--- src/rtl/can_fc_pkg.sv ---
package can_fc_pkg;
  typedef enum logic [1:0] {
    FC_ACTIVE  = 2'd0,
    FC_PASSIVE = 2'd1,
    FC_BUSOFF  = 2'd2
  } fc_state_e;
endpackage

--- src/rtl/can_fc_runcnt.sv ---
// Counts consecutive recessive bit strobes while bus-off recovery runs.
module can_fc_runcnt #(
  parameter int RUN_LEN = 11
) (
  input  logic clk,
  input  logic rst,
  input  logic enable,
  input  logic tick,
  input  logic level,
  output logic run_done
);
  localparam int RW = $clog2(RUN_LEN + 1);

  logic [RW-1:0] cnt;

  // a run completes on the last of RUN_LEN recessive ticks
  assign run_done = enable && tick && level && (cnt == RW'(RUN_LEN - 1));

  always_ff @(posedge clk) begin
    if (rst || !enable) begin
      cnt <= '0;
    end else if (tick) begin
      if (!level || run_done) cnt <= '0;
      else                    cnt <= cnt + 1'b1;
    end
  end
endmodule

--- src/rtl/can_fc_txcnt.sv ---
// Transmit error count with overflow detection toward bus-off.
module can_fc_txcnt #(
  parameter int CNT_W = 8,
  parameter int INC   = 8
) (
  input  logic             clk,
  input  logic             rst,
  input  logic             clr,
  input  logic             freeze,
  input  logic             err,
  input  logic             ok,
  output logic [CNT_W-1:0] cnt,
  output logic [CNT_W-1:0] nxt,
  output logic             ovf
);
  localparam int SW = CNT_W + 2;
  localparam logic [SW-1:0] INC_V = SW'(INC);
  localparam logic [SW-1:0] MAX_V = SW'((1 << CNT_W) - 1);

  logic [SW-1:0] grown;

  always_comb begin
    grown = {2'b00, cnt} + (err ? INC_V : '0);
    if (ok && grown != '0) grown = grown - 1'b1;
  end

  assign nxt = grown[CNT_W-1:0];
  // an update past the top of the range sends the node bus-off
  assign ovf = !freeze && (grown > MAX_V);

  always_ff @(posedge clk) begin
    if (rst || clr || ovf) cnt <= '0;
    else if (!freeze)      cnt <= nxt;
  end
endmodule

--- src/rtl/can_fc_rxcnt.sv ---
// Receive error count; doubles as the bus-off recovery run count.
module can_fc_rxcnt #(
  parameter int CNT_W      = 8,
  parameter int PRI_INC    = 8,
  parameter int RECOV_RUNS = 128
) (
  input  logic             clk,
  input  logic             rst,
  input  logic             clr,
  input  logic             busoff,
  input  logic             err,
  input  logic             pri_err,
  input  logic             ok,
  input  logic             run_done,
  output logic [CNT_W-1:0] cnt,
  output logic [CNT_W-1:0] nxt,
  output logic             recov_done
);
  localparam int SW = CNT_W + 2;
  localparam logic [SW-1:0] PRI_V = SW'(PRI_INC);
  localparam logic [SW-1:0] MAX_V = SW'((1 << CNT_W) - 1);

  logic [SW-1:0] sum;

  // add-1 / add-8 / subtract-1, clamped to the count range
  always_comb begin
    sum = {2'b00, cnt} + SW'(err) + (pri_err ? PRI_V : '0);
    if (ok && sum != '0) sum = sum - 1'b1;
    nxt = (sum > MAX_V) ? MAX_V[CNT_W-1:0] : sum[CNT_W-1:0];
  end

  // the final recovery run ends bus-off
  assign recov_done = busoff && run_done && (cnt == CNT_W'(RECOV_RUNS - 1));

  always_ff @(posedge clk) begin
    if (rst || clr || recov_done) cnt <= '0;
    else if (busoff) begin
      if (run_done) cnt <= cnt + 1'b1;
    end else begin
      cnt <= nxt;
    end
  end
endmodule

--- src/rtl/can_fault_conf.sv ---
module can_fault_conf #(
  parameter int CNT_W       = 8,
  parameter int REG_W       = 32,
  parameter int TX_INC      = 8,
  parameter int RX_PRI_INC  = 8,
  parameter int PASSIVE_LIM = 128,
  parameter int RUN_LEN     = 11,
  parameter int RECOV_RUNS  = 128
) (
  input  logic             clk,
  input  logic             rst,
  input  logic             soft_rst_i,
  input  logic             core_en_i,
  input  logic             snoop_i,
  input  logic             tx_err_i,
  input  logic             tx_ok_i,
  input  logic             rx_err_i,
  input  logic             rx_pri_err_i,
  input  logic             rx_ok_i,
  input  logic             bit_tick_i,
  input  logic             bit_level_i,
  output logic [CNT_W-1:0] tec_o,
  output logic [CNT_W-1:0] rec_o,
  output logic [1:0]       state_o,
  output logic [REG_W-1:0] cnt_reg_o
);
  import can_fc_pkg::*;

  localparam int PAD_W = REG_W - 2 * CNT_W;
  localparam logic [CNT_W-1:0] LIM_V = CNT_W'(PASSIVE_LIM);

  fc_state_e        state_q;
  logic             clr_all, busoff, tx_ovf, run_done, recov_done;
  logic [CNT_W-1:0] tec_nxt, rec_nxt;

  // soft reset, disable and snoop all clear the counts
  assign clr_all = soft_rst_i || !core_en_i || snoop_i;
  assign busoff  = (state_q == FC_BUSOFF);

  can_fc_runcnt #(.RUN_LEN(RUN_LEN)) u_run (
    .clk      (clk),
    .rst      (rst),
    .enable   (busoff && !clr_all),
    .tick     (bit_tick_i),
    .level    (bit_level_i),
    .run_done (run_done)
  );

  can_fc_txcnt #(.CNT_W(CNT_W), .INC(TX_INC)) u_tx (
    .clk    (clk),
    .rst    (rst),
    .clr    (clr_all || recov_done),
    .freeze (busoff),
    .err    (tx_err_i),
    .ok     (tx_ok_i),
    .cnt    (tec_o),
    .nxt    (tec_nxt),
    .ovf    (tx_ovf)
  );

  can_fc_rxcnt #(.CNT_W(CNT_W), .PRI_INC(RX_PRI_INC), .RECOV_RUNS(RECOV_RUNS)) u_rx (
    .clk        (clk),
    .rst        (rst),
    .clr        (clr_all || tx_ovf),
    .busoff     (busoff),
    .err        (rx_err_i),
    .pri_err    (rx_pri_err_i),
    .ok         (rx_ok_i),
    .run_done   (run_done),
    .cnt        (rec_o),
    .nxt        (rec_nxt),
    .recov_done (recov_done)
  );

  // fault-confinement state follows the next count values
  always_ff @(posedge clk) begin
    if (rst || clr_all) begin
      state_q <= FC_ACTIVE;
    end else if (busoff) begin
      if (recov_done) state_q <= FC_ACTIVE;
    end else if (tx_ovf) begin
      state_q <= FC_BUSOFF;
    end else if (tec_nxt >= LIM_V || rec_nxt >= LIM_V) begin
      state_q <= FC_PASSIVE;
    end else begin
      state_q <= FC_ACTIVE;
    end
  end

  assign state_o = state_q;

  // read-only view, zero while snooping
  assign cnt_reg_o = snoop_i ? '0 : {{PAD_W{1'b0}}, rec_o, tec_o};
endmodule

--- config.mk ---
export PLATFORM = sky130hd
export DESIGN_NAME = can_fault_conf
export DESIGN_NICKNAME = d
export VERILOG_FILES = /design/src/rtl/can_fc_pkg.sv /design/src/rtl/can_fc_runcnt.sv /design/src/rtl/can_fc_txcnt.sv /design/src/rtl/can_fc_rxcnt.sv /design/src/rtl/can_fault_conf.sv
export SDC_FILE = /design/constraint.sdc
export NUM_CORES = 1
export LEC_CHECK = 0
export CORE_MARGIN = 1.5
export CORE_UTILIZATION = 55
export CTS_CLUSTER_DIAMETER = 30
export DETAILED_ROUTE_END_ITERATION = 10
export DONT_BUFFER_PORTS = 1
export PLACE_DENSITY = 0.7
export SLEW_MARGIN = 20
export SYNTH_ARGS = -nofsm -noshare
export SYNTH_HDL_FRONTEND = slang
export SYNTH_SLANG_ARGS = --single-unit
--- constraint.sdc ---
create_clock -name clk -period 6.9 [get_ports clk]
set_input_delay 0.345 -clock clk [delete_from_list [all_inputs] [get_ports clk]]
set_output_delay 0.345 -clock clk [all_outputs]
set_load 0.01 [all_outputs]
==> impl_metrics.py, run 1 <==
metrics = {
    "timing": {
        "fin_tns_setup_ns": 0,
        "finalCritPeriodShare_pct": 55.5,
        "rsz0062_at_grt": "false",
        "worst_slew_pin_slew_ns": 0.798,
        "skew_ns": 0.00197,
        "fmax_mhz": 261,
        "post-route-min-period_ns": 3.83,
        "setup_violations": 0,
        "drv_slew": 0,
        "holdWs_ns": 0.158,
        "hold_violations": 0,
        "max-slew-margin-rel_pct": 46.8,
    },
    "detailed_routing": {
        "avgRoutedWirePerCell_um": 16.0,
        "vias": 1872,
        "dr.pass1.iters": 4,
        "drt_iter0_drc": 95,
        "ant_nets": 0,
        "route.detailed.drc": 0,
        "viasPerCell": 6.02,
        "wl_um": 4980,
    },
    "synth": {
        "dominantRegCellSynth": "dfxtp_1",
        "avgSynthCellArea_um2": 7.83,
        "synthTopCellsByCount": "31 x nor2_1, 22 x dfxtp_1, 18 x nand2_1",
        "synth_compound_area_share_pct": 21.1,
        "synthMostInstantiatedCell": "nor2_1",
        "synth_top_family_by_area": "simple AND/OR/NAND/NOR gates",
        "yosysUniqueCellTypes": 59,
        "synth_mux_area_share_pct": 0.926,
        "yosysSeqAreaShare_pct": 20.4,
        "synth_area_mm2": 0.00216,
        "ys_warn_count": 0,
        "synth_top_cell_by_area": "dfxtp_1",
        "yosys.area_share.adder_pct": 6.95,
        "ys_ff_latch": 22,
        "synth_edf_count": 0,
        "yosysTopAreaCellShare_pct": 20.4,
        "yosys.area_share.simple_pct": 29.5,
        "netlist_top_cells_area": "dfxtp_1 20%, ha_1 6.9%, buf_4 5.9%",
        "syn_inst": 276,
        "synth_xor_area_share_pct": 10.1,
        "async_flop_share_pct": 0,
    },
    "run": {
        "cap_violations": 0,
    },
    "place": {
        "gp_congestion": 0.835,
        "io_buffer_count": 0,
        "placedCellCount": 307,
        "hpwl_um": 3710,
    },
    "floorplan": {
        "core_mm2": 0.00372,
        "die_x_um": 65.7,
        "row_count": 22,
        "initial_core_util_pct": 58.1,
        "num_io_pins": 62,
        "fp.dieH_um": 65.7,
        "die-area_mm2": 0.00431,
    },
    "clock_tree": {
        "clock_path_buffers": 2,
        "numCtsBuffers": 3,
        "path_clk_slew_ns": 0.09,
        "insertion_delay_ns": 0.27,
        "cts_tree": "done",
        "cts_setup_buffers": 0,
        "cts_root_buf": "clkbuf_8",
        "cts_resized": 0,
        "cts_hold_buffers": 0,
        "cts-htree-levels": 1,
        "numClockSinks": 22,
    },
    "min_path": {
        "holdPathStages": 1,
        "hp-class": "in2reg",
        "hp-start": "bit_tick_i",
        "min_delay_worst_endpoint": "u_run.cnt[1]",
    },
    "critical_path": {
        "r2r-end": "u_rx.cnt[6]",
        "cpMaxStageDelayCell": "dfxtp_1",
        "crit_chain": "ha_1 -> and2_1 -> nand2_1 -> xnor2_1 -> ha_1 -> ha_1 -> nand2_1 -> a2111o_1 -> a31oi_2 -> o22ai_2 -> o31a_1 -> a211oi_4 -> a311oi_1",
        "critical-path-top-delay-family": "compound AO/OA/AOI/OAI gates",
        "cp-start-kind": "flop",
        "r2r_slack_ns": 3.07,
        "worst_ep_required_time_ns": 7.02,
        "r2r_start": "u_rx.cnt[0]",
        "critical_path_arrival_ns": 3.95,
        "crit_path_frequent_cell": "ha_1",
        "endpoint_kind": "flop",
        "path_max_fanout": 9,
        "crit_buf_inv": 0,
        "reg2reg_depth": 13,
        "slowest_delay_ns": 0.57,
        "crit_type": "reg2reg",
    },
    "finish": {
        "final_core_util_pct": 57.9,
        "stdcell_count": 311,
        "syn_to_final_growth_pct": -0.405,
        "drive_gt1_share_pct": 5.70,
        "num_antenna_cells": 0,
        "nets": 288,
    },
    "global_route": {
        "antenna_found_initial": 0,
        "use_met2_pct": 39.9,
        "grt_pass1_vias": 1715,
        "grt_max_degree": 18,
        "grt-busiest-layer": "met2",
        "grt_use_met3_pct": 6.16,
        "overflow": 0,
        "grt.total_usage_pct": 24.1,
        "use_met1_pct": 32.7,
        "grt_first_pass_wirelength_um": 8290,
    },
    "power": {
        "power_mw": 0.301,
        "powerDensity_mw_per_mm2": 140,
        "ir_drop_uv": 112,
        "leakage_nw": 0.776,
    },
    "run_status": {
        "status": "finished clean",
    },
}
-- how the worst max path moves through the flow --
stage,end,slack (ns),start,cells after the start
global placement,u_rx.cnt[6],3.32,u_rx.cnt[0],13
detailed placement,u_rx.cnt[6],3.13,u_rx.cnt[0],13
CTS,u_rx.cnt[6],3.13,u_rx.cnt[0],13
global route,u_rx.cnt[6],2.76,u_rx.cnt[0],13
floorplan,u_rx.cnt[0],3.62,u_rx.cnt[0],12
finish,u_rx.cnt[6],3.07,u_rx.cnt[0],13
-- kinds of logic after synthesis --
family,Yosys count
other,1
and+or+nand+nor,115
AOI/OAI and AO/OA,58
muxes,2
DFF,22
adders and majority gates,12
buffers and inverters,41
xor gates and xnor gates,25
-- flip-flops by register name (all words and copies together) (netlist names) --
name	flops
u_tx.cnt	8
u_rx.cnt	8
state_o	2
u_run.cnt	4
-- routing by layer --
layer  wire [um]  vias to the layer above
li1            -                      945
met1        2330                      876
met2        2350                       49
met3         297                        2
met4           8                        0
met5           0                        -
-- where the power goes --
part | total (mW) | internal [mW] | switching, mW
combinational | 0.0448 | 0.0165 | 0.0282
clock | 0.125 | 0.0776 | 0.0470
sequential | 0.132 | 0.128 | 0.00380
-- layout make-up --
type	instances	area, um2
fillers	380	1560
clock inverters	1	30.0
clock buffers	3	41.3
inverters	8	30.0
multi-input cells	228	1540
repair buffers	1	7.51
flip-flops and latches	22	440
well taps	48	60.1
-- cells in the final DEF, fill, tap and decap left out, drive strengths merged, types with 2 or more instances in the layout --
cell type and n:
a31oi 2, o211ai 3, inv 8, and3 6
nor2 31, nand2b 7, o21ai 9, ha 12
dfxtp 22, and4 2, nand4 10, or3 4
a211oi 7, and4b 2, mux2i 2, a311oi 3
o22ai 2, a221oi 4, nand3 4, xnor2 12
and2 3, o31ai 2, nand2 18, conb 16
nor3 4, clkbuf 3, a21oi 8, o31a 4
xor2 13, nor2b 15, nor4 6
-- through the flow --
| step | setup WS (ns) | cell area, um2 |
|---|---|---|
| after detailed placement | 3.13 | 2080 |
| final | 3.07 | 2150 |
| after CTS | 3.13 | 2150 |
| after floorplan | 3.62 | 2220 |
| after global placement | 3.32 | 2080 |
| after global routing | 2.76 | 2150 |
No activity file was read; power rests on OpenSTA's default activity.
==> run 2: changes to the inputs <==
==> constraint.sdc (replaced) <==
create_clock -name clk -period 3.7 [get_ports clk]
set_input_delay 0.185 -clock clk [delete_from_list [all_inputs] [get_ports clk]]
set_output_delay 0.185 -clock clk [all_outputs]
set_load 0.01 [all_outputs]
==> run 2 against run 1 <==
  * Hold slack worse by 0.14 ns
  * Die area stayed put
  * Sequential share of layout area is 0.13 points lower
  * Design area is 0.64% higher
  * Via count is 2.9% higher
  * Critical path depth is 1 lower
  * Flip-flop and latch count stayed put
  * Utilization is 0.37 points higher
  * Global-route usage is 0.22 points lower
  * Clock-buffer cell count is 1 higher
==> impl_metrics.py, run 2 (synthesis gave the netlist of run 1 again) <==
metrics = {
    "detailed_routing": {
        "vias": 1926,
        "dr.pass1.iters": 4,
        "avgRoutedWirePerCell_um": 15.5,
        "viasPerCell": 6.11,
        "ant_nets": 0,
        "route.detailed.drc": 0,
        "wl_um": 4890,
        "drt_iter0_drc": 126,
    },
    "place": {
        "placedCellCount": 311,
        "gp_congestion": 0.860,
        "hpwl_um": 3800,
        "io_buffer_count": 0,
    },
    "clock_tree": {
        "cts_tree": "done",
        "cts-htree-levels": 1,
        "numCtsBuffers": 3,
        "path_clk_slew_ns": 0.08,
        "cts_setup_buffers": 0,
        "clock_path_buffers": 2,
        "numClockSinks": 22,
        "cts_root_buf": "clkbuf_8",
        "cts_hold_buffers": 0,
        "insertion_delay_ns": 0.26,
        "cts_resized": 0,
    },
    "timing": {
        "hold_violations": 0,
        "worst_slew_pin_slew_ns": 0.583,
        "skew_ns": 0.00414,
        "holdWs_ns": 0.0175,
        "finalCritPeriodShare_pct": 91.8,
        "post-route-min-period_ns": 3.40,
        "rsz0062_at_grt": "false",
        "max-slew-margin-rel_pct": 61.1,
        "drv_slew": 0,
        "fin_tns_setup_ns": 0,
        "setup_violations": 0,
        "fmax_mhz": 294,
    },
    "floorplan": {
        "initial_core_util_pct": 58.1,
        "row_count": 22,
        "die-area_mm2": 0.00431,
        "core_mm2": 0.00372,
        "fp.dieH_um": 65.7,
        "die_x_um": 65.7,
        "num_io_pins": 62,
    },
    "finish": {
        "multi_input_area_mm2": 0.00154,
        "top_regs": "u_rx.cnt (8), u_tx.cnt (8), u_run.cnt (4)",
        "regArea_um2": 440,
        "final_cell_mix": "31 x nor2_1, 22 x dfxtp_1, 18 x nand2_1, 16 x conb_1, 15 x nor2b_1",
        "final_core_util_pct": 58.3,
        "syn_to_final_growth_pct": 0.232,
        "n_fill_cell": 361,
        "num_antenna_cells": 0,
        "stdcell_count": 315,
        "nets": 292,
        "final_common_cell": "nor2_1",
        "drive_gt1_share_pct": 7.12,
    },
    "run_status": {
        "status": "finished clean",
    },
    "critical_path": {
        "path_max_fanout": 7,
        "r2r_start": "u_rx.cnt[0]",
        "crit_type": "reg2reg",
        "r2r-end": "u_rx.cnt[6]",
        "cp-start-kind": "flop",
        "slowest_delay_ns": 0.40,
        "endpoint_kind": "flop",
        "cpMaxStageDelayCell": "a2111o_1",
        "crit_chain": "ha_1 -> ha_1 -> and3_4 -> xor2_1 -> ha_1 -> nand2_1 -> a2111o_1 -> a31oi_2 -> o22ai_2 -> o31a_1 -> a211oi_4 -> a311oi_1",
        "critical_path_arrival_ns": 3.53,
        "r2r_slack_ns": 0.30,
        "reg2reg_depth": 12,
        "critical-path-top-delay-family": "compound AO/OA/AOI/OAI gates",
        "crit_buf_inv": 0,
        "crit_path_frequent_cell": "ha_1",
        "worst_ep_required_time_ns": 3.83,
    },
    "power": {
        "leakage_nw": 0.789,
        "ir_drop_uv": 197,
        "powerDensity_mw_per_mm2": 232,
    },
    "global_route": {
        "antenna_found_initial": 0,
        "grt_pass1_vias": 1734,
        "grt.total_usage_pct": 23.8,
        "overflow": 0,
        "grt_first_pass_wirelength_um": 8150,
        "grt_max_degree": 18,
    },
    "min_path": {
        "min_delay_worst_endpoint": "u_run.cnt[1]",
        "hp-class": "in2reg",
        "holdPathStages": 1,
        "hp-start": "bit_tick_i",
    },
    "run": {
        "cap_violations": 0,
    },
}
-- run 2: cell types whose count changed in the layout (fill, tap and decap cells not counted), sizes merged --
cell	previous run	this run
buf	1	5
clkbuf	3	4
bufinv	1	0
-- run 2: report_power, final --
| part | leakage (nW) | internal [mW] | switching (mW) | total [mW] |
|---|---|---|---|---|
| clock | 0.0288 | 0.0948 | 0.0771 | 0.172 |
| sequential | 0.177 | 0.239 | 0.00561 | 0.245 |
| combinational | 0.583 | 0.0319 | 0.0540 | 0.0858 |
-- run 2: worst max path at each step --
| stage | from | end | slack, ns | cells after the start |
|---|---|---|---|---|
| floorplan | u_rx.cnt[0] | u_rx.cnt[0] | 0.42 | 12 |
| global placement | u_rx.cnt[0] | u_rx.cnt[0] | 0.45 | 12 |
| detailed placement | u_rx.cnt[0] | u_rx.cnt[6] | 0.35 | 12 |
| CTS | u_rx.cnt[0] | u_rx.cnt[6] | 0.33 | 12 |
| global route | u_rx.cnt[0] | u_rx.cnt[2] | 0.03 | 13 |
| finish | u_rx.cnt[0] | u_rx.cnt[6] | 0.30 | 12 |
-- run 2: per-layer routing --
layer | routed length, um | GRT usage [%] | part of all wire, % | vias up
met5 | 0 | 0 | 0 | -
li1 | - | - | - | 946
met4 | 31 | 5.21 | 0.63 | 0
met3 | 422 | 6.85 | 8.6 | 7
met2 | 2180 | 36.5 | 45 | 70
met1 | 2260 | 33.0 | 46 | 903
-- run 2: area by class of cell --
class	count	share of cell area [%]
sequential	22	20.3
inverter	8	1.39
clock buffer	4	2.54
tap	48	2.77
timing repair buffer	5	1.73
multi-input combinational	228	71.2
-- run 2: through the flow --
step	total power, mW	setup WS (ns)	area (um2)
after floorplan	0.336	0.416	2220
after global placement	0.335	0.450	2110
after detailed placement	0.335	0.348	2110
after CTS	0.505	0.334	2170
after global routing	0.533	0.0269	2170
final	0.502	0.304	2170
==> run 3: changes to the inputs <==
--- a/config.mk
+++ b/config.mk
@@ -5,13 +5,15 @@
 export SDC_FILE = /design/constraint.sdc
 export NUM_CORES = 1
 export LEC_CHECK = 0
+export ABC_AREA = 1
+export BUFFER_PORTS_ARGS = -buffer_cell sky130_fd_sc_hd__buf_2
 export CORE_MARGIN = 1.5
 export CORE_UTILIZATION = 55
 export CTS_CLUSTER_DIAMETER = 30
 export DETAILED_ROUTE_END_ITERATION = 10
-export DONT_BUFFER_PORTS = 1
-export PLACE_DENSITY = 0.7
+export PLACE_DENSITY = 0.81
 export SLEW_MARGIN = 20
 export SYNTH_ARGS = -nofsm -noshare
 export SYNTH_HDL_FRONTEND = slang
+export SYNTH_HIERARCHICAL = 1
 export SYNTH_SLANG_ARGS = --single-unit
==> run 3 against run 2 <==
  * Fmax increased by 22%
  * Setup slack improved by 0.60 ns
  * Clock power increased by 35%
  * Synthesized area increased by 22%
  * Register-to-register slack improved by 0.60 ns
  * Clock-buffer cell count decreased by 1
  * Die area increased by 21%
  * Cell count increased by 69%
  * Combinational power increased by 100%
==> impl_metrics.py, run 3 <==
metrics = {
    "run_status": {
        "status": "finished clean",
    },
    "global_route": {
        "grt_pass1_vias": 2359,
        "antenna_found_initial": 0,
        "grt.total_usage_pct": 24.6,
        "overflow": 0,
        "grt_max_degree": 21,
        "grt_first_pass_wirelength_um": 10300,
    },
    "finish": {
        "final_core_util_pct": 64.0,
        "final_common_cell": "nand2_1",
        "num_antenna_cells": 0,
        "drive_gt1_share_pct": 19.0,
        "nets": 503,
        "top_regs": "u_rx/cnt (8), u_tx/cnt (8), u_run/cnt (4)",
        "design_area_mm2": 0.00286,
        "syn_to_final_growth_pct": 8.85,
        "final_cell_mix": "114 x nand2_1, 75 x inv_1, 56 x nor2_1, 45 x buf_2, 35 x nand3_1",
    },
    "synth": {
        "ys_warn_count": 6,
        "avgSynthCellArea_um2": 5.99,
        "syn_inst": 439,
        "synth_area_mm2": 0.00263,
    },
    "floorplan": {
        "fp.dieH_um": 72.2,
        "die-area_mm2": 0.00521,
        "core_mm2": 0.00447,
        "initial_core_util_pct": 58.8,
        "die_x_um": 72.2,
        "num_io_pins": 62,
        "row_count": 24,
    },
    "critical_path": {
        "critical_path_arrival_ns": 3.00,
        "crit_type": "reg2reg",
        "path_max_fanout": 10,
        "cpMaxStageDelayCell": "nor3_1",
        "crit_start": "u_tx/cnt[3]",
        "cp-start-kind": "flop",
        "r2r_start": "u_tx/cnt[3]",
        "critical-path-top-delay-family": "simple AND/OR/NAND/NOR gates",
        "crit_buf_inv": 3,
        "crit_chain": "ha_1 -> ha_1 -> nand3_2 -> nand2_2 -> nand2_4 -> nor2_4 -> nand3_4 -> nand4_2 -> nand2_2 -> nand2_2 -> inv_1 -> inv_1 -> nand3_1 -> nor3_1 -> inv_1 -> a21oi_1",
        "slowest_delay_ns": 0.43,
        "worst_ep_required_time_ns": 3.90,
        "endpoint_kind": "flop",
    },
    "clock_tree": {
        "clock_path_buffers": 2,
        "numCtsBuffers": 3,
        "cts_setup_buffers": 0,
        "cts-htree-levels": 1,
        "numClockSinks": 22,
        "cts_root_buf": "clkbuf_8",
        "insertion_delay_ns": 0.27,
        "cts_hold_buffers": 0,
        "cts_resized": 0,
        "cts_tree": "done",
        "path_clk_slew_ns": 0.09,
    },
    "detailed_routing": {
        "ant_nets": 0,
        "route.detailed.drc": 0,
        "dr.pass1.iters": 5,
        "wl_um": 6080,
        "viasPerCell": 5.14,
        "drt_iter0_drc": 203,
        "avgRoutedWirePerCell_um": 11.4,
        "vias": 2727,
    },
    "place": {
        "io_buffer_count": 45,
        "gp_congestion": 0.916,
        "place_area_mm2": 0.00279,
        "hpwl_um": 4730,
    },
    "timing": {
        "hold_violations": 0,
        "fin_tns_setup_ns": 0,
        "finalCritPeriodShare_pct": 75.5,
        "holdWs_ns": 0.210,
        "fmax_mhz": 358,
        "drv_slew": 0,
        "post-route-min-period_ns": 2.80,
        "skew_ns": 0.00322,
        "setup_violations": 0,
        "rsz0062_at_grt": "false",
    },
    "power": {
        "leakage_nw": 1.57,
        "power_mw": 0.652,
        "powerDensity_mw_per_mm2": 228,
        "ir_drop_uv": 199,
    },
    "min_path": {
        "hp-start": "soft_rst_i",
        "hp-class": "in2reg",
    },
    "run": {
        "cap_violations": 0,
    },
}
-- run 3: cell types whose count changed in the layout (fill, tap and decap cells not counted), moves of 6 or more --
cell / before / now
a211oi_1: 6 / 0
xnor2_1: 12 / 3
nor2b_1: 15 / 0
nand2_2: 0 / 15
nand3_1: 4 / 35
buf_2: 0 / 45
inv_1: 8 / 75
nor2_1: 31 / 56
nand2_1: 18 / 114
nand2b_1: 7 / 0
-- run 3: tightest hold or removal path, stage by stage --
cell,delay (ns)
buf_2,0.10
nor2_4,0.04
nand3_1,0.07
nor2_1,0.05
-- run 3: final timing paths --
path              cells past startpoint            to  slack [ns]
setup / recovery                     16   u_rx/cnt[3]        0.90
hold / removal                        4    state_o[1]        0.21
setup reg to reg                     16   u_rx/cnt[3]        0.90
hold reg to reg                       2  u_run/cnt[3]        0.56
-- run 3: per-layer routing --
layer	up-vias	part of all wire (%)	GRT usage, %
met3	12	8.9	4.58
met4	0	1.5	6.92
met5	-	0	0
met1	1206	46	34.3
met2	110	43	39.0
li1	1399	-	-
-- run 3: layout make-up --
cell class / count / area, um2
multi-input combinational: 330 / 1760
fill: 433 / 1610
timing repair buffer: 46 / 233
clock inverter: 1 / 30.0
tap: 52 / 65.1
sequential: 22 / 440
clock buffer: 3 / 41.3
inverter: 77 / 289
-- run 3: per-stage QoR --
stage / setup slack (ns) / std cells
global placement: 1.10 / 527
global route: 0.599 / 531
detailed placement: 0.952 / 527
floorplan: 1.25 / 454
CTS: 0.927 / 531
finish: 0.905 / 531
-- run 3: report_power, final --
| part | switching (mW) | leakage, nW | total (mW) | internal, mW |
|---|---|---|---|---|
| combinational | 0.112 | 1.36 | 0.174 | 0.0613 |
| sequential | 0.00628 | 0.178 | 0.246 | 0.240 |
| clock | 0.0878 | 0.0357 | 0.233 | 0.145 |
